==> config.mk <==
export PLATFORM = sky130hd
export DESIGN_NAME = msg_queue_ptr
export DESIGN_NICKNAME = d
export VERILOG_FILES = /design/src/rtl/msgq_pkg.sv /design/src/rtl/msgq_ctrl.sv /design/src/rtl/msgq_datapath.sv /design/src/rtl/msg_queue_ptr.sv
export SDC_FILE = /design/constraint.sdc
export NUM_CORES = 1
export LEC_CHECK = 0
export CAP_MARGIN = 30
export CORE_MARGIN = 3
export CORE_UTILIZATION = 25
export CTS_BUF_LIST = sky130_fd_sc_hd__clkbuf_4
export CTS_CLUSTER_DIAMETER = 30
export CTS_CLUSTER_SIZE = 28
export DETAILED_ROUTE_END_ITERATION = 10
export GPL_TIMING_DRIVEN = 0
export HOLD_SLACK_MARGIN = 0.15
export PLACE_DENSITY = 0.79
export SETUP_SLACK_MARGIN = 0.1
export SYNTH_ARGS = -nofsm -noshare
export SYNTH_HDL_FRONTEND = slang
export SYNTH_HIERARCHICAL = 1
export SYNTH_SLANG_ARGS = --single-unit
export TNS_END_PERCENT = 100
==> constraint.sdc <==
create_clock -name clk -period 1.7 [get_ports clk]
set_input_delay 0.255 -clock clk [delete_from_list [all_inputs] [get_ports clk]]
set_output_delay 0.255 -clock clk [all_outputs]
set_load 0.05 [all_outputs]
==> src/rtl/msgq_pkg.sv <==
package msgq_pkg;
  typedef enum logic [1:0] {
    SRC_IMM    = 2'd0,
    SRC_STATUS = 2'd1,
    SRC_TIME   = 2'd2,
    SRC_MEM    = 2'd3
  } push_src_e;

  typedef struct packed {
    logic      loadBase;
    logic      advance;
    logic      wrStrobe;
    logic      rdStrobe;
    push_src_e dataSel;
  } ctrl_strobe_t;
endpackage

==> src/rtl/msgq_ctrl.sv <==
module msgq_ctrl
  import msgq_pkg::*;
(
  input  logic         clk,
  input  logic         rstN,
  input  logic         hostWrEn,
  input  logic         pushReq,
  input  logic [1:0]   pushSrc,
  output ctrl_strobe_t strobe,
  output logic         busy
);
  typedef enum logic {ST_IDLE, ST_FETCH} state_e;
  state_e state, nextState;

  always_ff @(posedge clk or negedge rstN) begin
    if (!rstN) state <= ST_IDLE;
    else       state <= nextState;
  end

  always_comb begin
    strobe         = '0;
    strobe.dataSel = push_src_e'(pushSrc);
    nextState      = state;
    case (state)
      ST_IDLE: begin
        if (hostWrEn) begin
          strobe.loadBase = 1'b1;
        end else if (pushReq) begin
          if (push_src_e'(pushSrc) == SRC_MEM) begin
            strobe.rdStrobe = 1'b1;
            nextState       = ST_FETCH;
          end else begin
            strobe.wrStrobe = 1'b1;
            strobe.advance  = 1'b1;
          end
        end
      end
      ST_FETCH: begin
        strobe.wrStrobe = 1'b1;
        strobe.advance  = 1'b1;
        strobe.dataSel  = SRC_MEM;
        strobe.loadBase = hostWrEn;
        nextState       = ST_IDLE;
      end
      default: nextState = ST_IDLE;
    endcase
  end

  assign busy = (state == ST_FETCH);

  p_fetch_write_r6: assert property (@(posedge clk) disable iff (!rstN)
    strobe.rdStrobe |=> (busy && strobe.wrStrobe && strobe.dataSel == SRC_MEM));

  p_busy_single_r6: assert property (@(posedge clk) disable iff (!rstN)
    busy |=> !busy);

  p_ignore_busy_r7: assert property (@(posedge clk) disable iff (!rstN)
    (busy && pushReq) |-> !strobe.rdStrobe);

  p_host_wins_r8: assert property (@(posedge clk) disable iff (!rstN)
    (hostWrEn && !busy) |-> (!strobe.wrStrobe && !strobe.rdStrobe));
endmodule

==> src/rtl/msgq_datapath.sv <==
module msgq_datapath
  import msgq_pkg::*;
#(
  parameter int ADDR_W    = 16,
  parameter int DATA_W    = 16,
  parameter int OFF_W     = 6,
  parameter logic [ADDR_W-1:0] RESET_PTR = 16'h00C0
) (
  input  logic              clk,
  input  logic              rstN,
  input  ctrl_strobe_t      strobe,
  input  logic [ADDR_W-1:0] hostWrData,
  input  logic [DATA_W-1:0] immData,
  input  logic [DATA_W-1:0] statusWord,
  input  logic [DATA_W-1:0] timeTag,
  input  logic [ADDR_W-1:0] srcAddr,
  input  logic [DATA_W-1:0] ramRdData,
  output logic [ADDR_W-1:0] ptrValue,
  output logic              ramWrEn,
  output logic [ADDR_W-1:0] ramWrAddr,
  output logic [DATA_W-1:0] ramWrData,
  output logic              ramRdEn,
  output logic [ADDR_W-1:0] ramRdAddr
);
  localparam int BASE_W = ADDR_W - 1 - OFF_W;
  localparam logic [BASE_W-1:0] RESET_BASE = RESET_PTR[ADDR_W-2:OFF_W];

  logic [BASE_W-1:0] base;
  logic [OFF_W-1:0]  offset;
  logic              unusedHostBits;

  assign unusedHostBits = ^{hostWrData[ADDR_W-1], hostWrData[OFF_W-1:0]};

  always_ff @(posedge clk or negedge rstN) begin
    if (!rstN) begin
      base   <= RESET_BASE;
      offset <= '0;
    end else if (strobe.loadBase) begin
      base   <= hostWrData[ADDR_W-2:OFF_W];
      offset <= '0;
    end else if (strobe.advance) begin
      offset <= offset + 1'b1;
    end
  end

  assign ptrValue = {1'b0, base, offset};

  always_comb begin
    case (strobe.dataSel)
      SRC_IMM:    ramWrData = immData;
      SRC_STATUS: ramWrData = statusWord;
      SRC_TIME:   ramWrData = timeTag;
      default:    ramWrData = ramRdData;
    endcase
  end

  assign ramWrEn   = strobe.wrStrobe;
  assign ramWrAddr = ptrValue;
  assign ramRdEn   = strobe.rdStrobe;
  assign ramRdAddr = srcAddr;

  p_mask_r2: assert property (@(posedge clk) disable iff (!rstN)
    strobe.loadBase |=> (ptrValue[ADDR_W-2:OFF_W] == $past(hostWrData[ADDR_W-2:OFF_W])));

  p_offset_clear_r3: assert property (@(posedge clk) disable iff (!rstN)
    strobe.loadBase |=> (ptrValue[OFF_W-1:0] == '0));

  p_advance_r5: assert property (@(posedge clk) disable iff (!rstN)
    (strobe.advance && !strobe.loadBase) |=>
      ((ptrValue[OFF_W-1:0] == OFF_W'($past(ptrValue[OFF_W-1:0]) + 1'b1))
       && $stable(ptrValue[ADDR_W-1:OFF_W])));

  p_hold_r7: assert property (@(posedge clk) disable iff (!rstN)
    (!strobe.advance && !strobe.loadBase) |=> $stable(ptrValue));
endmodule

==> src/rtl/msg_queue_ptr.sv <==
module msg_queue_ptr
  import msgq_pkg::*;
#(
  parameter int ADDR_W = 16,
  parameter int DATA_W = 16,
  parameter int OFF_W  = 6,
  parameter logic [ADDR_W-1:0] RESET_PTR = 16'h00C0
) (
  input  logic              clk,
  input  logic              rstN,
  input  logic              hostWrEn,
  input  logic [ADDR_W-1:0] hostWrData,
  output logic [ADDR_W-1:0] ptrRd,
  input  logic              pushReq,
  input  logic [1:0]        pushSrc,
  input  logic [DATA_W-1:0] immData,
  input  logic [DATA_W-1:0] statusWord,
  input  logic [DATA_W-1:0] timeTag,
  input  logic [ADDR_W-1:0] srcAddr,
  output logic              busy,
  output logic              ramRdEn,
  output logic [ADDR_W-1:0] ramRdAddr,
  input  logic [DATA_W-1:0] ramRdData,
  output logic              ramWrEn,
  output logic [ADDR_W-1:0] ramWrAddr,
  output logic [DATA_W-1:0] ramWrData
);
  ctrl_strobe_t strobe;

  msgq_ctrl uCtrl (
    .clk      (clk),
    .rstN     (rstN),
    .hostWrEn (hostWrEn),
    .pushReq  (pushReq),
    .pushSrc  (pushSrc),
    .strobe   (strobe),
    .busy     (busy)
  );

  msgq_datapath #(
    .ADDR_W    (ADDR_W),
    .DATA_W    (DATA_W),
    .OFF_W     (OFF_W),
    .RESET_PTR (RESET_PTR)
  ) uData (
    .clk        (clk),
    .rstN       (rstN),
    .strobe     (strobe),
    .hostWrData (hostWrData),
    .immData    (immData),
    .statusWord (statusWord),
    .timeTag    (timeTag),
    .srcAddr    (srcAddr),
    .ramRdData  (ramRdData),
    .ptrValue   (ptrRd),
    .ramWrEn    (ramWrEn),
    .ramWrAddr  (ramWrAddr),
    .ramWrData  (ramWrData),
    .ramRdEn    (ramRdEn),
    .ramRdAddr  (ramRdAddr)
  );

  p_reset_idle_r1: assert property (@(posedge clk) disable iff (!rstN)
    busy |-> !ramRdEn);
endmodule

Word-level counts from Yosys, hierarchy flattened
Index checks and enable logic that the tools add are counted.
Storage, ports and cells
  register bits: 16
  input bits: 102
  output and inout port bits: 67
  word-level logic and storage cells: 24
Cells by class
  $add $sub $neg: 1
  equal/unequal tests: 3
  mux-type cells: 14
  bitwise logic cells: 1
  reduce and logical (&&, ||, !) cells: 2
Operators by type and width (number)
  16-bit case mux with 3 select lines: 1
  6-bit 2-to-1 mux: 2
  6-bit by 1-bit adder with 6-bit output, second input constant: 1
  3-bit 2-to-1 mux: 2
  3-bit case mux with 2 select lines: 1
  1-bit 2-to-1 mux: 5
  2-bit == test, second input constant: 2
  2-bit 2-to-1 mux: 2
  2-bit by 1-bit == test with 1-bit output, second input constant: 1
  2-bit logical NOT: 1
  1-bit case mux with 2 select lines: 1
  2-bit nonzero test: 1
  1-bit inverter: 1

Depth between registers and ports, before layout
Gate-level depths: netlist (run 1).
  word-level depth: 7
  mapped depth: 6
  gate-level depth less buffers: 5

Cells and area by module
The synthesis (run 1) kept the hierarchy.
By module, submodules not included
  msgq_datapath: times used 1, cells each 100, area each 1330.0 sq um, seq. area each 377.9 sq um
  msgq_ctrl: times used 1, cells each 10, area each 91.3 sq um, seq. area each 25.0 sq um

Worst setup path after synthesis (run 1)
Ideal clock, no wire load.
  path kind: register to output
  start point: register uCtrl.state (netlist: uCtrl/busy)
  end point: output ramWrData[11]
  arrival: 1.916 ns
  slack: -0.471 ns
  cell stages (with the launch flop): 5
  buffers on the path: 2
  cell sequence: dfrtp_1 or2_2 buf_6 buf_12 mux4_1
RTL lines
  start: declaration: RTL line msgq_ctrl.sv:13  | state_e state, nextState;
  start signal: assignment: RTL line msgq_ctrl.sv:17  | else state <= nextState;
  end: declaration: RTL line msg_queue_ptr.sv:26  | output logic [DATA_W-1:0] ramWrData

==> results of run 1 <==
metal layers:
layer	routed length, um	up-vias	track usage
met4	14	0	0.0304
met5	0	-	0
li1	-	656	-
met1	1620	670	0.147
met2	2790	86	0.292
met3	541	2	0.0322
worst min path at each step:
stage / from / end / slack [ps] / cells past startpoint
2_1_floorplan: rstN / uCtrl/busy / -40 / 0
3_3_place_gp: uCtrl/busy / uCtrl/busy / 490 / 1
3_5_place_dp: uCtrl/busy / uCtrl/busy / 490 / 1
4_1_cts: rstN / uData/base[6] / 410 / 1
5_1_grt: hostWrEn / uCtrl/busy / 250 / 2
6_report: hostWrEn / uCtrl/busy / 250 / 2
logic make-up after synthesis:
logic type / after synthesis
AOI/OAI and AO/OA: 3
xor gates and xnor gates: 4
adders and majority gates: 1
buffers and inverters: 45
DFF: 16
muxes: 26
other: 1
and+or+nand+nor: 14
registers in the layout, indices dropped and copies added, names as in the netlist:
name / count
uData/offset: 6
uCtrl/busy: 1
uData/base: 9
area by class of cell:
cell class	instances	area (um2)
Clock inverter	1	3.75
Timing Repair Buffer	148	1500
Fill cell	463	2270
Clock buffer	3	22.5
Buffer	42	343
Inverter	1	3.75
Tap cell	70	87.6
Multi-Input combinational cell	50	671
Sequential cell	16	404
per-stage QoR:
| step | util | TNS [ps] | instances | cell area [um2] | setup slack (ps) |
|---|---|---|---|---|---|
| floorplan | - | -2960 | 111 | 1400 | -186 |
| global placement | 0.550 | -16400 | 324 | 2920 | -952 |
| CTS | 0.572 | -5610 | 331 | 3030 | -359 |
| finish | 0.572 | -5270 | 331 | 3040 | -337 |
| global route | 0.572 | -6340 | 331 | 3040 | -407 |
| detailed placement | 0.550 | -16570 | 324 | 2920 | -956 |
what timing repair did:
action | in CTS | in global routing
gates cloned | 1 | 0
pin swaps | 0 | 1
gates resized for setup | 196 | 21
setup endpoints to repair | 53 | 30
buffers inserted | 4 | 0
synthesized netlist by cell type:
cell                       instances  area, um2
sky130_fd_sc_hd__buf_4            38        285
sky130_fd_sc_hd__mux4_1           15        394
sky130_fd_sc_hd__dfrtp_1          14        350
sky130_fd_sc_hd__mux2_2            9        101
sky130_fd_sc_hd__nor2_1            5       18.8
sky130_fd_sc_hd__nand2_1           3       11.3
sky130_fd_sc_hd__xor2_1            3       26.3
sky130_fd_sc_hd__buf_2             2       10.0
sky130_fd_sc_hd__clkbuf_1          2       7.51
sky130_fd_sc_hd__dfstp_2           2       52.6
sky130_fd_sc_hd__or2_2             2       12.5
sky130_fd_sc_hd__a21oi_1           1       5.00
sky130_fd_sc_hd__a31o_2            1       8.76
sky130_fd_sc_hd__buf_12            1       20.0
sky130_fd_sc_hd__buf_6             1       11.3
sky130_fd_sc_hd__conb_1            1       3.75
sky130_fd_sc_hd__ha_1              1       12.5
sky130_fd_sc_hd__inv_1             1       3.75
sky130_fd_sc_hd__mux2i_1           1       10.0
sky130_fd_sc_hd__mux4_2            1       22.5
sky130_fd_sc_hd__nand4_1           1       6.26
sky130_fd_sc_hd__nand4_2           1       12.5
sky130_fd_sc_hd__nor4b_2           1       15.0
sky130_fd_sc_hd__o21ai_0           1       5.00
sky130_fd_sc_hd__or3_1             1       6.26
sky130_fd_sc_hd__xnor2_1           1       8.76
power by group:
group / internal [mW] / switching [mW]
Combinational: 0.518 / 0.593
Clock: 0.0850 / 0.114
Sequential: 0.410 / 0.0244
Total: 1.01 / 0.731
==> impl_metrics.env, run 1 <==
export IMPL_critical_path_required_ps=1440
export IMPL_worstHoldPathType="primary input to register"
export IMPL_yosys_register_bits=16
export IMPL_cts_reportedPaths_clkPinSlew_ps=80
export IMPL_worst_ir_drop_vdd_mv=0.346
export IMPL_max_stage_delay_ps=440
export IMPL_route_vias_total=1414
export IMPL_initial_standard_cell_utilization_of_the_core=0.268
export IMPL_drt_pass1_iter_count=2
export IMPL_number_of_buffers_inserted_by_port_buffering=143
export IMPL_min_period_over_period=1.20
export IMPL_simple_gate_share_of_the_synthesized_area=0.0581
export IMPL_insertedDiodeCount=0
export IMPL_routed_wirelength_um=4960
export IMPL_die_height_um=81.4
export IMPL_rrSetupSlack_ps=220
export IMPL_r2r_cells=7
export IMPL_grt_pass1_vias=1527
export IMPL_setup_slack_ps=-337
export IMPL_drt_wirelength_per_cell_um=15.0
export IMPL_clk_path_buf_depth=2
export IMPL_relSlewSlack=0.528
export IMPL_cts_root_buf="sky130_fd_sc_hd__clkbuf_4"
export IMPL_timing_setup_critical_path_class="register to primary output"
export IMPL_achievable_clock_frequency_mhz=491
export IMPL_antenna_violations_before_repair=0
export IMPL_timing_max_cap_violations=0
export IMPL_io_pins=169
export IMPL_path_max_fanout=5
export IMPL_fp_coreArea_um2=5300
export IMPL_placement_rows=26
export IMPL_status="complete, but fails checks"
export IMPL_worst_pin_slew_ps=706
export IMPL_maxSlewViolCount=0
export IMPL_vias_per_cell=4.27
export IMPL_critPathTopFamily="buffers and inverters"
export IMPL_drc=0
export IMPL_drtAntennaViolNets=0
export IMPL_clock_sinks=16
export IMPL_mostFrequentLayoutCells="92 x sky130_fd_sc_hd__clkdlybuf4s50_1, 39 x sky130_fd_sc_hd__buf_4, 18 x sky130_fd_sc_hd__buf_6"
export IMPL_end_kind="primary output"
export IMPL_crit_start="uCtrl/busy"
export IMPL_crit_reg2reg_launch="uCtrl/busy"
export IMPL_cts_hold_buffers_added=0
export IMPL_cellLeakagePower_nw=1.35
export IMPL_globalRoute_totalOverflow=0
export IMPL_syn_area_per_cell_um2=12.9
export IMPL_synth_warnings=6
export IMPL_cts_inserted_buffers=3
export IMPL_multiplexer_share_of_the_synthesized_area=0.371
export IMPL_worstPathBufferInverterCount=3
export IMPL_clk_latency_ps=280
export IMPL_synth_compound_area_share=0.0132
export IMPL_fin_skew_ps=11.8
export IMPL_timing_critical_path_arrival_ps=1780
export IMPL_power_mw=1.74
export IMPL_dieArea_um2=6630
export IMPL_yosysUniqueCellTypes=26
export IMPL_grt_start_max_net_pins=17
export IMPL_final_hold_worst_slack_ps=254
export IMPL_grt_pass1_wl_um=7400
export IMPL_clock_tree_htree_level_count=1
export IMPL_post_synth_inst_count=110
export IMPL_detail_route_iter0_violations=12
export IMPL_globalRouteTotalUtil=0.144
export IMPL_violations="negative setup slack"
export IMPL_die_x_um=81.4
export IMPL_cp_slowest_cell="sky130_fd_sc_hd__mux4_2"
export IMPL_setup_worst_path_end="ramWrData[8]"
export IMPL_largest_family_of_logic_cells_by_synthesized_area="multiplexers"
export IMPL_report_final_hold_viol_count=0
export IMPL_start_kind="register"
export IMPL_synthAdderAreaFrac=0.00880
export IMPL_r2r_end="uData/offset[5]"
export IMPL_area_growth_pct=114
export IMPL_seq_total_area_yosys=0.283
export IMPL_path_depth=5
export IMPL_post_synthesis_cell_area_um2=1420
export IMPL_power_density_nw_per_um2=575
export IMPL_synth_xor_area_share=0.0246
export IMPL_place_congestion=0.728
export IMPL_cp_cell_instances="or2_4, buf_8, buf_16, mux4_2, buf_8"
export IMPL_grt_setup_unrepaired="yes"
export IMPL_detailed_place_hpwl_um=4110
export IMPL_layout_cells_most_common="sky130_fd_sc_hd__clkdlybuf4s50_1"
export IMPL_tritoncts_clock_tree="built"
export IMPL_period_needed_ps=2040
export IMPL_critical_path_top_cell_by_count="sky130_fd_sc_hd__buf_8"
export IMPL_timing_final_setup_violations=17
export IMPL_design_final_nets=365
export IMPL_post_route_cells_drive_above_1_share=0.452
Power figures use the tool's default switching activity.
==> inputs of run 2 (changes only) <==
--- a/config.mk
+++ b/config.mk
@@ -7,14 +7,14 @@
 export LEC_CHECK = 0
 export CAP_MARGIN = 30
 export CORE_MARGIN = 3
-export CORE_UTILIZATION = 25
-export CTS_BUF_LIST = sky130_fd_sc_hd__clkbuf_4
+export CORE_UTILIZATION = 24
+export CTS_BUF_LIST = sky130_fd_sc_hd__clkbuf_16
 export CTS_CLUSTER_DIAMETER = 30
 export CTS_CLUSTER_SIZE = 28
 export DETAILED_ROUTE_END_ITERATION = 10
 export GPL_TIMING_DRIVEN = 0
 export HOLD_SLACK_MARGIN = 0.15
-export PLACE_DENSITY = 0.79
+export PLACE_DENSITY = 0.77
 export SETUP_SLACK_MARGIN = 0.1
 export SYNTH_ARGS = -nofsm -noshare
 export SYNTH_HDL_FRONTEND = slang
==> run 2 against run 1 <==
Net effect: the run still ends with negative setup slack left; largest cell class unchanged; sequential power is essentially flat; highest routed layer unchanged; first-iteration DRC count increased by 58%; critical path depth unchanged.
==> impl_metrics.env, run 2 (synthesis results as in run 1) <==
export IMPL_area_growth_pct=115
export IMPL_grt_pass1_vias=1552
export IMPL_status="complete, but fails checks"
export IMPL_number_of_flip_flops_under_the_largest_register_name=9
export IMPL_placedCellCount=326
export IMPL_clk_path_buf_depth=2
export IMPL_relSlewSlack=0.500
export IMPL_place_worst_setup_slack_ps=-976
export IMPL_setup_slack_ps=-313
export IMPL_critical_path_required_ps=1440
export IMPL_post_route_cells_drive_above_1_share=0.398
export IMPL_clk_latency_ps=240
export IMPL_cts_reportedPaths_clkPinSlew_ps=50
export IMPL_min_period_over_period=1.18
export IMPL_worstPathBufferInverterCount=3
export IMPL_fin_skew_ps=2.60
export IMPL_grt_pass1_wl_um=7910
export IMPL_die_height_um=83.0
export IMPL_worst_pin_slew_ps=747
export IMPL_timing_max_cap_violations=0
export IMPL_place_congestion=0.753
export IMPL_cts_inserted_buffers=3
export IMPL_detail_route_iter0_violations=19
export IMPL_design_final_nets=365
export IMPL_layoutNonFillerInstCount=333
export IMPL_route_vias_total=1423
export IMPL_globalRoute_totalOverflow=0
export IMPL_cp_cell_instances="or2_4, buf_8, buf_6, mux4_2, buf_8"
export IMPL_placement_rows=27
export IMPL_clock_tree_htree_level_count=1
export IMPL_cp_slowest_cell="sky130_fd_sc_hd__mux4_2"
export IMPL_detailed_place_hpwl_um=4140
export IMPL_timing_final_setup_violations=16
export IMPL_mostFrequentLayoutCells="90 x sky130_fd_sc_hd__clkdlybuf4s50_1, 41 x sky130_fd_sc_hd__buf_4, 26 x sky130_fd_sc_hd__dlygate4sd2_1"
export IMPL_power_density_nw_per_um2=650
export IMPL_met2WireLength_um=2720
export IMPL_worstHoldPathType="primary input to register"
export IMPL_period_needed_ps=2010
export IMPL_largest_register="uData/base"
export IMPL_clock_sinks=16
export IMPL_insertedDiodeCount=0
export IMPL_violations="negative setup slack"
export IMPL_drt_wirelength_per_cell_um=14.8
export IMPL_drc=0
export IMPL_layout_cells_most_common="sky130_fd_sc_hd__clkdlybuf4s50_1"
export IMPL_initial_standard_cell_utilization_of_the_core=0.253
export IMPL_drtAntennaViolNets=0
export IMPL_grt_start_max_net_pins=17
export IMPL_timing_setup_critical_path_class="register to primary output"
export IMPL_critPathTopFamily="multiplexers"
export IMPL_globalRouteTotalUtil=0.137
export IMPL_end_kind="primary output"
export IMPL_path_max_fanout=5
export IMPL_worst_ir_drop_vdd_mv=0.512
export IMPL_tritoncts_clock_tree="built"
export IMPL_dieArea_um2=6880
export IMPL_grt_setup_unrepaired="yes"
export IMPL_drt_pass1_iter_count=2
export IMPL_timing_critical_path_arrival_ps=1760
export IMPL_vias_per_cell=4.27
export IMPL_routed_wirelength_um=4930
export IMPL_max_stage_delay_ps=450
export IMPL_maxSlewViolCount=0
export IMPL_cts_hold_buffers_added=0
export IMPL_number_of_buffers_inserted_by_port_buffering=143
export IMPL_critical_path_top_cell_by_count="sky130_fd_sc_hd__buf_8"
export IMPL_setup_tns_ps=-4550
export IMPL_io_pins=169
export IMPL_top_layer_used="met4"
export IMPL_detailroute_wirelength_met3_um=437
export IMPL_start_kind="register"
export IMPL_cts_root_buf="sky130_fd_sc_hd__clkbuf_16"
export IMPL_report_final_hold_viol_count=0
export IMPL_cellLeakagePower_nw=1.38
export IMPL_antenna_violations_before_repair=0
export IMPL_achievable_clock_frequency_mhz=497
export IMPL_fp_coreArea_um2=5610
export IMPL_met1Wirelength_um=1730
export IMPL_die_x_um=83.0
## run 2: worst paths after layout
check                         startpoint         endpoint  slack, ps  cells after the start
max in group asynchronous           rstN       uCtrl/busy        720                      1
setup / recovery              uCtrl/busy     ramWrData[2]       -310                      5
hold reg to reg            uData/base[8]    uData/base[8]        540                      1
setup reg to reg              uCtrl/busy  uData/offset[5]        250                      6
hold / removal                   pushReq       uCtrl/busy        340                      2
min in group asynchronous           rstN    uData/base[5]        450                      1
## run 2: final cells by class
type	count	area [um2]
sequential	16	404
clock buffer	3	75.1
tap	72	90.1
buffer	43	340
fill	518	2560
timing repair buffer	147	1480
inverter	1	3.75
clock inverter	1	3.75
multi-input combinational	50	657
## run 2: worst reg2reg max path, cell delays in order, from the launching register on
cell and delay [ps]:
sky130_fd_sc_hd__dfrtp_2 350, sky130_fd_sc_hd__buf_4 140, sky130_fd_sc_hd__a31o_4 110, sky130_fd_sc_hd__buf_4 140
sky130_fd_sc_hd__nand4_2 140, sky130_fd_sc_hd__or3_1 360, sky130_fd_sc_hd__a21oi_1 140
## run 2: metal layers
metal / vias up / global-route usage
met2: 94 / 0.264
met3: 4 / 0.0387
met1: 671 / 0.148
met5: - / 0
met4: 0 / 0.0282
li1: 654 / -
## run 2: through the flow
stage               area, um2  power, mW  hold slack, ps  utilization
floorplan                1400       1.10           -40.6            -
global placement         2920       1.52             483        0.521
detailed placement       2920       1.53             486        0.521
CTS                      3050       2.01             390        0.543
global route             3050       2.07             345        0.544
finish                   3050       1.98             341        0.544
## run 2: where the power goes
| part | leakage, nW | internal, mW | switching [mW] |
|---|---|---|---|
| registers | 0.198 | 0.411 | 0.0222 |
| clock network | 0.0385 | 0.312 | 0.142 |
| logic | 1.14 | 0.507 | 0.591 |
## run 2: repair_timing
item | CTS | global route
setup buffers | 3 | 0
pin swaps | 2 | 2
cloned | 1 | 0
resized for setup | 180 | 8
setup endpoints to repair | 54 | 25
